--- src/rtl/timer8_pkg.sv ---
package timer8_pkg;

  typedef enum logic [1:0] {
    SEQ_FREE,
    SEQ_CLEAR_AT_TOP,
    SEQ_UPDOWN
  } seq_e;

  typedef enum logic [1:0] {
    OVF_AT_MAX,
    OVF_AT_TOP,
    OVF_AT_BOTTOM
  } ovf_e;

  typedef enum logic [1:0] {
    WAVE_NONPWM,
    WAVE_FAST,
    WAVE_PHASE,
    WAVE_OFF
  } wave_e;

  typedef struct packed {
    seq_e  seq;
    ovf_e  ovf;
    wave_e wave;
    logic  top_from_a;
    logic  buffered;
  } mode_cfg_t;

  function automatic mode_cfg_t decode_mode(input logic [2:0] m);
    mode_cfg_t c;
    c = '{seq: SEQ_FREE, ovf: OVF_AT_MAX, wave: WAVE_OFF, top_from_a: 1'b0, buffered: 1'b0};
    case (m)
      3'd0: c = '{seq: SEQ_FREE,         ovf: OVF_AT_MAX,    wave: WAVE_NONPWM, top_from_a: 1'b0, buffered: 1'b0};
      3'd1: c = '{seq: SEQ_UPDOWN,       ovf: OVF_AT_BOTTOM, wave: WAVE_PHASE,  top_from_a: 1'b0, buffered: 1'b1};
      3'd2: c = '{seq: SEQ_CLEAR_AT_TOP, ovf: OVF_AT_MAX,    wave: WAVE_NONPWM, top_from_a: 1'b1, buffered: 1'b0};
      3'd3: c = '{seq: SEQ_CLEAR_AT_TOP, ovf: OVF_AT_MAX,    wave: WAVE_FAST,   top_from_a: 1'b0, buffered: 1'b1};
      3'd5: c = '{seq: SEQ_UPDOWN,       ovf: OVF_AT_BOTTOM, wave: WAVE_PHASE,  top_from_a: 1'b1, buffered: 1'b1};
      3'd7: c = '{seq: SEQ_CLEAR_AT_TOP, ovf: OVF_AT_TOP,    wave: WAVE_FAST,   top_from_a: 1'b1, buffered: 1'b1};
      default: c = '{seq: SEQ_FREE,      ovf: OVF_AT_MAX,    wave: WAVE_OFF,    top_from_a: 1'b0, buffered: 1'b0};
    endcase
    return c;
  endfunction

endpackage

--- src/rtl/timer8_mode_decode.sv ---
module timer8_mode_decode
  import timer8_pkg::*;
(
  input  logic [2:0] mode,
  output mode_cfg_t  cfg
);

  always_comb begin
    cfg = decode_mode(mode);
  end

endmodule

--- src/rtl/timer8_cmp_regs.sv ---
module timer8_cmp_regs #(
  parameter int W = 8
) (
  input  logic         clk,
  input  logic         rst_n,
  input  logic         load,
  input  logic         buffered,
  input  logic [W-1:0] cmp_a,
  input  logic [W-1:0] cmp_b,
  output logic [W-1:0] eff_a,
  output logic [W-1:0] eff_b
);

  logic [W-1:0] act_a_q, act_a_d;
  logic [W-1:0] act_b_q, act_b_d;
  logic         take;

  always_comb begin
    take    = load || !buffered;
    act_a_d = take ? cmp_a : act_a_q;
    act_b_d = take ? cmp_b : act_b_q;
    eff_a   = buffered ? act_a_q : cmp_a;
    eff_b   = buffered ? act_b_q : cmp_b;
  end

  always_ff @(posedge clk or negedge rst_n) begin
    if (!rst_n) begin
      act_a_q <= '0;
      act_b_q <= '0;
    end else begin
      act_a_q <= act_a_d;
      act_b_q <= act_b_d;
    end
  end

endmodule

--- src/rtl/timer8_counter.sv ---
module timer8_counter
  import timer8_pkg::*;
#(
  parameter int W = 8
) (
  input  logic         clk,
  input  logic         rst_n,
  input  logic         tick,
  input  seq_e         seq,
  input  logic [W-1:0] top,
  output logic [W-1:0] count,
  output logic         dir_up,
  output logic         step_up,
  output logic         at_top,
  output logic         at_bottom
);

  localparam logic [W-1:0] ONE = W'(1);

  logic [W-1:0] cnt_q, cnt_d;
  logic         up_q, up_d;

  always_comb begin
    at_top    = (cnt_q == top);
    at_bottom = (cnt_q == '0);
    if (seq == SEQ_UPDOWN) begin
      step_up = at_bottom ? 1'b1 : (at_top ? 1'b0 : up_q);
    end else begin
      step_up = 1'b1;
    end
  end

  always_comb begin
    cnt_d = cnt_q;
    up_d  = up_q;
    if (tick) begin
      case (seq)
        SEQ_CLEAR_AT_TOP: begin
          cnt_d = at_top ? '0 : cnt_q + ONE;
          up_d  = 1'b1;
        end
        SEQ_UPDOWN: begin
          if (top == '0) begin
            cnt_d = '0;
            up_d  = 1'b1;
          end else if (at_top) begin
            cnt_d = cnt_q - ONE;
            up_d  = 1'b0;
          end else if (at_bottom) begin
            cnt_d = ONE;
            up_d  = 1'b1;
          end else begin
            cnt_d = up_q ? cnt_q + ONE : cnt_q - ONE;
          end
        end
        default: begin
          cnt_d = cnt_q + ONE;
          up_d  = 1'b1;
        end
      endcase
    end
  end

  always_ff @(posedge clk or negedge rst_n) begin
    if (!rst_n) begin
      cnt_q <= '0;
      up_q  <= 1'b1;
    end else begin
      cnt_q <= cnt_d;
      up_q  <= up_d;
    end
  end

  assign count  = cnt_q;
  assign dir_up = up_q;

endmodule

--- src/rtl/timer8_wave_out.sv ---
module timer8_wave_out
  import timer8_pkg::*;
#(
  parameter int W = 8
) (
  input  logic         clk,
  input  logic         rst_n,
  input  logic         tick,
  input  wave_e        wave,
  input  logic [1:0]   com,
  input  logic [W-1:0] count,
  input  logic [W-1:0] top,
  input  logic [W-1:0] eff_b,
  input  logic         step_up,
  input  logic         at_top,
  output logic         pin_b,
  output logic         pin_oe
);

  logic lvl_q, lvl_d;
  logic match;
  logic connected;

  always_comb begin
    match     = (count == eff_b);
    connected = (wave != WAVE_OFF) && (com != 2'd0) &&
                !((com == 2'd1) && (wave != WAVE_NONPWM));
    lvl_d     = lvl_q;
    if (tick && connected) begin
      case (wave)
        WAVE_FAST: begin
          if (at_top)     lvl_d = ~com[0];
          else if (match) lvl_d = com[0];
        end
        WAVE_PHASE: begin
          if (match && (eff_b == top) && com[1]) lvl_d = ~com[0];
          else if (match)                       lvl_d = step_up ? com[0] : ~com[0];
        end
        default: begin
          if (match) lvl_d = (com == 2'd1) ? ~lvl_q : com[0];
        end
      endcase
    end
  end

  always_ff @(posedge clk or negedge rst_n) begin
    if (!rst_n) lvl_q <= 1'b0;
    else        lvl_q <= lvl_d;
  end

  assign pin_oe = connected;
  assign pin_b  = connected & lvl_q;

endmodule

--- src/rtl/timer8_wavegen.sv ---
module timer8_wavegen
  import timer8_pkg::*;
#(
  parameter int W = 8
) (
  input  logic         clk,
  input  logic         rst_n,
  input  logic         tick,
  input  logic [2:0]   mode,
  input  logic [W-1:0] cmp_a,
  input  logic [W-1:0] cmp_b,
  input  logic [1:0]   com_b,
  input  logic         ovf_clr,
  output logic [W-1:0] count,
  output logic         pin_b,
  output logic         pin_oe,
  output logic         ovf_flag
);

  localparam logic [W-1:0] MAX_VAL = {W{1'b1}};

  logic [1:0]   rst_sync_q;
  logic         rst_core_n;
  mode_cfg_t    cfg;
  logic [W-1:0] eff_a, eff_b, top;
  logic         dir_up, step_up, at_top, at_bottom;
  logic         ovf_set, flag_q, flag_d;

  always_ff @(posedge clk or negedge rst_n) begin
    if (!rst_n) rst_sync_q <= 2'b00;
    else        rst_sync_q <= {rst_sync_q[0], 1'b1};
  end
  assign rst_core_n = rst_sync_q[1];

  timer8_mode_decode u_dec (
    .mode (mode),
    .cfg  (cfg)
  );

  assign top = cfg.top_from_a ? eff_a : MAX_VAL;

  timer8_counter #(.W(W)) u_cnt (
    .clk       (clk),
    .rst_n     (rst_core_n),
    .tick      (tick),
    .seq       (cfg.seq),
    .top       (top),
    .count     (count),
    .dir_up    (dir_up),
    .step_up   (step_up),
    .at_top    (at_top),
    .at_bottom (at_bottom)
  );

  timer8_cmp_regs #(.W(W)) u_cmp (
    .clk      (clk),
    .rst_n    (rst_core_n),
    .load     (tick && at_top),
    .buffered (cfg.buffered),
    .cmp_a    (cmp_a),
    .cmp_b    (cmp_b),
    .eff_a    (eff_a),
    .eff_b    (eff_b)
  );

  timer8_wave_out #(.W(W)) u_wave (
    .clk     (clk),
    .rst_n   (rst_core_n),
    .tick    (tick),
    .wave    (cfg.wave),
    .com     (com_b),
    .count   (count),
    .top     (top),
    .eff_b   (eff_b),
    .step_up (step_up),
    .at_top  (at_top),
    .pin_b   (pin_b),
    .pin_oe  (pin_oe)
  );

  always_comb begin
    case (cfg.ovf)
      OVF_AT_TOP:    ovf_set = tick && at_top;
      OVF_AT_BOTTOM: ovf_set = tick && at_bottom && !dir_up;
      default:       ovf_set = tick && (count == MAX_VAL);
    endcase
    flag_d = ovf_set ? 1'b1 : (ovf_clr ? 1'b0 : flag_q);
  end

  always_ff @(posedge clk or negedge rst_core_n) begin
    if (!rst_core_n) flag_q <= 1'b0;
    else             flag_q <= flag_d;
  end

  assign ovf_flag = flag_q;

endmodule

--- config.mk ---
export PLATFORM = sky130hd
export DESIGN_NAME = timer8_wavegen
export DESIGN_NICKNAME = d
export VERILOG_FILES = /design/src/rtl/timer8_pkg.sv /design/src/rtl/timer8_mode_decode.sv /design/src/rtl/timer8_cmp_regs.sv /design/src/rtl/timer8_counter.sv /design/src/rtl/timer8_wave_out.sv /design/src/rtl/timer8_wavegen.sv
export SDC_FILE = /design/constraint.sdc
export NUM_CORES = 1
export LEC_CHECK = 0
export BUFFER_PORTS_ARGS = -buffer_cell sky130_fd_sc_hd__buf_2
export CAP_MARGIN = 20
export CELL_PAD_IN_SITES_DETAIL_PLACEMENT = 0
export CELL_PAD_IN_SITES_GLOBAL_PLACEMENT = 1
export CORE_UTILIZATION = 46
export CTS_CLUSTER_SIZE = 16
export DETAILED_ROUTE_END_ITERATION = 10
export MAX_ROUTING_LAYER = met4
export PLACE_DENSITY = 0.92
export SYNTH_ARGS = -nofsm -noshare
export SYNTH_HDL_FRONTEND = slang
export SYNTH_SLANG_ARGS = --single-unit
--- constraint.sdc ---
create_clock -name clk -period 2.5 [get_ports clk]
set_clock_uncertainty 0.05 [all_clocks]
set_input_delay 0.125 -clock clk [delete_from_list [all_inputs] [get_ports clk]]
set_output_delay 0.125 -clock clk [all_outputs]
set_load 0.005 [all_outputs]
[Word-level counts from Yosys, hierarchy flattened]
Cells that the tools add are included.
Word-level totals
  logic and storage cells: 83
  output and inout port bits: 11
  bits of input ports: 25
  bits in registers: 29
Cells by class
  multiplexer cells: 28
  add/subtract/negate cells: 2
  reduce and logical (&&, ||, !) cells: 23
  eq/ne operators: 20
  bitwise gates (word level): 3
Operator list (count)
  8-bit 2-to-1 mux: 8
  8-bit one-hot mux with 6 select lines: 1
  8-bit equality test: 3
  8-bit zero test: 2
  1-bit 2-to-1 mux: 16
  8-bit one-hot mux with 2 select lines: 1
  1-bit logical AND: 10
  8-bit by 1-bit adder with 8-bit output (second input constant): 1
  2-bit by 1-bit equality test with 1-bit output (second input constant): 4
  8-bit equality test (second input constant): 1
  8-bit by 1-bit subtractor with 8-bit output (second input constant): 1
  2-bit equality test (second input constant): 3
  3-bit by 2-bit equality test with 1-bit output (second input constant): 2
  3-bit equality test (second input constant): 2
  2-bit nonzero test: 3
  4-bit inequality test (second input constant): 1
  1-bit one-hot mux with 2 select lines: 2
  4-bit AND reduction: 1
  3-bit by 1-bit equality test with 1-bit output (second input constant): 1
  1-bit zero test: 3
  3-bit zero test: 1
  3-bit by 1-bit inequality test with 1-bit output (second input constant): 1
  3-bit by 2-bit inequality test with 1-bit output (second input constant): 1
  3-bit nonzero test: 1
  5 further kinds: 6

[Longest topological paths before layout]
  depth in word-level cells: 12
  mapped depth: 12
  depth with buffers taken out: 9

[By module]
Synthesis repeated with hierarchy kept, for this count alone.
Unflattened totals
  cell total of the unflattened synthesis: 241
  area total of the unflattened synthesis: 2442.3 sq um
Modules (own cells, without submodules)
  timer8_counter: times used 1, sequential area each 226.5 sq um, cells an instance 101, area each 914.6 sq um
  timer8_cmp_regs: times used 1, sequential area each 400.4 sq um, cells an instance 53, area each 859.6 sq um
  timer8_wave_out: times used 1, sequential area each 25.0 sq um, cells an instance 47, area each 377.9 sq um
  timer8_wavegen: times used 1, sequential area each 75.1 sq um, cells an instance 27, area each 225.2 sq um
  timer8_mode_decode: times used 1, sequential area each 0.0 sq um, cells an instance 13, area each 65.1 sq um

[Worst setup path after synthesis]
OpenSTA, ideal clock, no wires.
  path kind: reg2reg
  start: reg u_cnt.cnt_q[3] (netlist: u_cnt.count[3])
  end: reg u_cnt.cnt_q[7] (netlist: u_cnt.count[7])
  clock period less this slack: 2.359 ns
  buffers on the path: 1
  slack: 0.141 ns
  arrival: 2.183 ns
  required time: 2.324 ns
  setup time: 0.126 ns
  stages on the path, launching flop included: 9
  cells stage by stage: dfrtp_1 -> clkbuf_1 -> inv_1 -> nand4_1 -> nor4b_1 -> nor2_1 -> o21ai_1 -> o21ai_0 -> a221o_1
Between the ends
  cells in the longest elaborated chain, start to end: 6
  elaborated cells between the ends (all ways): 10
  classes of those cells: add/sub: 2; eq/ne: 1; mux: 6; reduce/logical: 1
RTL lines
  from (decl): RTL line timer8_counter.sv:20  | logic [W-1:0] cnt_q, cnt_d;
  from (signal assigned): RTL line timer8_counter.sv:69  | cnt_q <= cnt_d;
  8-bit by 1-bit subtractor with 8-bit output or 8-bit by 1-bit adder with 8-bit output (tied branches)
  8-bit 2-to-1 mux: RTL line timer8_counter.sv:53  | cnt_d = up_q ? cnt_q + ONE : cnt_q - ONE;
  8-bit 2-to-1 mux: RTL line timer8_counter.sv:49  | end else if (at_bottom) begin
  8-bit 2-to-1 mux: RTL line timer8_counter.sv:46  | end else if (at_top) begin
  8-bit 2-to-1 mux: RTL line timer8_counter.sv:43  | if (top == '0) begin
  8-bit one-hot mux with 2 select lines (*): RTL line timer8_counter.sv:37  | case (seq)
Mark *: on every way between the ends. The rest lies on a longest branch, timed or not.
A chain may end at the register's enable or synchronous reset.

[Final worst setup path]
  start: reg u_cmp.act_a_q[4]
  end: reg u_cnt.cnt_q[2] (netlist: u_cnt.count[2])
Between the ends
  cells in the longest elaborated chain, start to end: 6
  elaborated cells between the ends (all ways): 8
  classes of those cells: eq/ne: 1; mux: 6; reduce/logical: 1
RTL lines
  from (decl): RTL line timer8_cmp_regs.sv:14  | logic [W-1:0] act_a_q, act_a_d;
  from (signal assigned): RTL line timer8_cmp_regs.sv:31  | act_a_q <= act_a_d;
  8-bit 2-to-1 mux (*): RTL line timer8_cmp_regs.sv:22  | eff_a = buffered ? act_a_q : cmp_a;
  8-bit 2-to-1 mux (*): RTL line timer8_wavegen.sv:40  | assign top = cfg.top_from_a ? eff_a : MAX_VAL;
  8-bit equality test: RTL line timer8_counter.sv:24  | at_top = (cnt_q == top);
  8-bit 2-to-1 mux: RTL line timer8_counter.sv:46
  8-bit 2-to-1 mux: RTL line timer8_counter.sv:43
  8-bit one-hot mux with 2 select lines (*): RTL line timer8_counter.sv:37
Marked as above.

==> results.yml <==
setup_path:
  end_kind: "register"
  worstPathMaxFanout: 13
  critical_path_required_ps: 2610
  crit_arrival_ps: 2400
  crit_type: "register to register"
  start_kind: "register"
  worst-r2r-setup-slack_ps: 210
  r2r-start: "u_cmp.act_a_q[4]"
  r2r_end: "u_cnt.count[2]"
  reg2regPathDepth: 8
global_routing:
  grt_pass1_vias: 1975
  grt_pass1_wl_um: 9770
  antenna_found_initial: 0
  grt_max_degree: 28
  grt_usage_pct: 25.0
  grt_overflow: 0
final_layout:
  nets: 349
  areaGrowthSynthToFinish_pct: 18.8
  antenna_cells: 0
  drive_above_1_share_pct: 25.8
  layout_commonest_cell: "buf_2"
  finalNonFillerCells: 389
  final_cell_mix: "35 x buf_2, 28 x dfrtp_1, 26 x buf_4"
run:
  cap_violations: 0
synthesis:
  syn-cell-area_um2: 2350
  synth_ff_type: "dfrtp_1"
  syn_inst: 269
  synth_top_family_by_area: "simple AND/OR/NAND/NOR gates"
  synth-xor-area-share_pct: 6.70
  synth.area.mux_share_pct: 12.1
  synth-edff-count: 0
  syn_avg_cell_area_um2: 8.74
  synth_simple_gate_area_share_pct: 24.4
  syn-num-nets: 297
  yosysWarnings: 0
  synth_compound_area_share_pct: 17.1
  ys_seq_elements: 29
  synth_top_area_share_pct: 29.8
  synth.top_cells.by_area: "dfrtp_1 30%, xnor2_1 4.8%, mux2_1 4.8%, mux2i_1 3.8%, nand2_1 3.7%"
  yosysUniqueCellTypes: 56
  yosys.area_share.adder_pct: 1.60
  synth-seq-area-share_pct: 30.9
  synth_top_area_cell: "dfrtp_1"
  ys_async_sr_fraction_pct: 100
route:
  detail_route.first_pass.iterations: 4
  final_antenna_net_count: 0
  vias: 2213
  drt_iter0_drc: 219
  drt_wl_total_um: 6020
  drc: 0
  routedWlPerCell_um: 15.5
  via_per_inst: 5.69
clock_tree:
  cts_buffer_depth: 2
  cts.sink_count: 29
  clock_latency_ps: 290
  clk_pin_slew_ps: 70
  numCtsBuffers: 5
  cts_root_buf: "clkbuf_8"
  cts_tree: "done"
  post_cts_buffers: 0
  htree_levels: 2
placed_design:
  port_buffers: 35
  place_inst: 379
  dpl.hpwl_um: 4540
  dp_slack_ps: 3.18
  gp_congestion: 0.901
power_and_ir_drop:
  power.internal_mw: 1.07
  p_comb_share_pct: 41.9
  p_leak_nw: 1.25
  seqPwrFrac_pct: 34.9
  ir_drop_mv: 0.294
  switching_share_pct: 37.1
  p_switching_mw: 0.628
  clkPwrFrac_pct: 23.2
  p_per_area_nw_per_um2: 606
timing:
  relSlewSlack_pct: 62.8
  fin_tns_setup_ps: 0
  slew_viol_final: 0
  hold_viol_final: 0
  worst-slew-pin-transition_ps: 555
  fmax_ghz: 0.436
  period_share_pct: 91.7
  setup_slack_ps: 208
  fin_crit_ps: 2290
  setup_viol: 0
  rsz0062_at_grt: "false"
floorplanning:
  initial_core_util_pct: 48.8
  die-area_um2: 5400
  rows: 25
  io-pin-count: 36
  fp.coreArea_um2: 4820
  fp.dieH_um: 73.5
  die_w_um: 73.5
worst_hold_path:
  holdPathEnd: "u_cmp.act_b_q[4]"
  hold_start: "cmp_b[4]"
  whs_path_depth: 2
  min_path_type: "input pin to register"
status:
  status: "finished clean"
[registers in the layout, summed over array words and instances (netlist names)]
| name | count |
|---|---|
| u_wave.lvl_q | 1 |
| rst_sync_q | 2 |
| u_cmp.act_a_q | 8 |
| u_cmp.act_b_q | 8 |
| u_cnt.dir_up | 1 |
| ovf_flag | 1 |
| u_cnt.count | 8 |
[repair_timing]
| item | 4_1_cts | 5_1_grt |
|---|---|---|
| gates resized for setup | 0 | 1 |
| hold buffers | 2 | 0 |
| setup endpoints to repair | 0 | 3 |
| hold endpoints to repair | 3 | 0 |
[cell type report]
class | count | area, um2
Clock inverter | 2 | 10.0
Inverter | 13 | 48.8
Timing Repair Buffer | 63 | 390
Sequential cell | 29 | 727
Multi-Input combinational cell | 209 | 1460
Fill cell | 470 | 2020
Tap cell | 67 | 83.8
Clock buffer | 6 | 72.6
[cell usage after synthesis (2+ instances only)]
cell      instances
o22ai_1           5
a211oi_1          4
nor4_1            6
o21ai_0          12
nand3b_1          8
or3_1             5
o221ai_1          2
nand3_1           9
mux2_2            6
nor2b_1           4
o21a_1            2
nor3_1            4
nor2_1            8
a31oi_1           7
mux2_1           10
a21o_1            3
clkbuf_1          9
nand2b_1          2
o21ai_1           4
nand4_1           2
and3_1            6
dfrtp_1          28
inv_1            13
xnor2_1          13
a22oi_1           2
or4b_1            8
nand2_1          23
a21oi_1          17
ha_1              3
buf_6             6
mux2i_1           9
xor2_1            5
[per-layer routing]
metal,vias to the layer above,global-route usage (%),part of all wire [%]
li1,1089,-,-
met1,1063,35.5,48
met2,53,36.1,46
met3,8,3.84,5.1
met4,0,8.55,1.3
met5,-,-,0
[power groups by stage]
stage / Combinational, mW / Sequential, mW / Clock, mW
after floorplan: 0.441 / 0.600 / 0
after global placement: 0.690 / 0.596 / 0
after detailed placement: 0.701 / 0.600 / 0
after CTS: 0.707 / 0.591 / 0.396
after global routing: 0.785 / 0.602 / 0.414
final: 0.710 / 0.591 / 0.393
[worst max path at each step]
| stage | startpoint | to | slack [ps] | cells after the start |
|---|---|---|---|---|
| after floorplan | u_cnt.count[3] | u_cnt.count[7] | 140 | 8 |
| after global placement | mode[0] | u_cmp.act_a_q[7] | 30 | 8 |
| after detailed placement | mode[0] | u_cnt.count[0] | 3 | 9 |
| after CTS | u_cnt.count[3] | u_cnt.count[7] | 180 | 7 |
| after global routing | u_cmp.act_a_q[4] | u_cnt.count[0] | 1 | 8 |
| final | u_cmp.act_a_q[4] | u_cnt.count[2] | 210 | 8 |
[worst max-delay path, stage by stage (launching register included)]
cell and delay (ps):
dfrtp_1 400, nand3b_1 190, and3_1 200, nor4_1 260, and4_1 320, buf_4 220, o21ai_0 130, o21ai_0 280
a22oi_1 110
[stage by stage]
stage               hold slack [ps]  cell area, um2  utilization [%]  total power [mW]
finish                         15.5            2790             58.0              1.69
global route                   16.4            2790             58.0              1.80
CTS                            14.1            2790             57.9              1.69
detailed placement             -138            2690             55.8              1.30
global placement               -140            2690             55.8              1.29
floorplan                      -221            2350                -              1.04
[logic make-up (layout without fill, tap and decap cells)]
group / Yosys count / in the layout
fa+ha+maj: 3 / 3
buf+inv: 31 / 84
other cells: 1 / 1
flops: 29 / 29
mux: 26 / 26
compound gates: 65 / 65
simple gates: 96 / 96
xor+xnor: 18 / 18
Power figures use the tool's default switching activity.
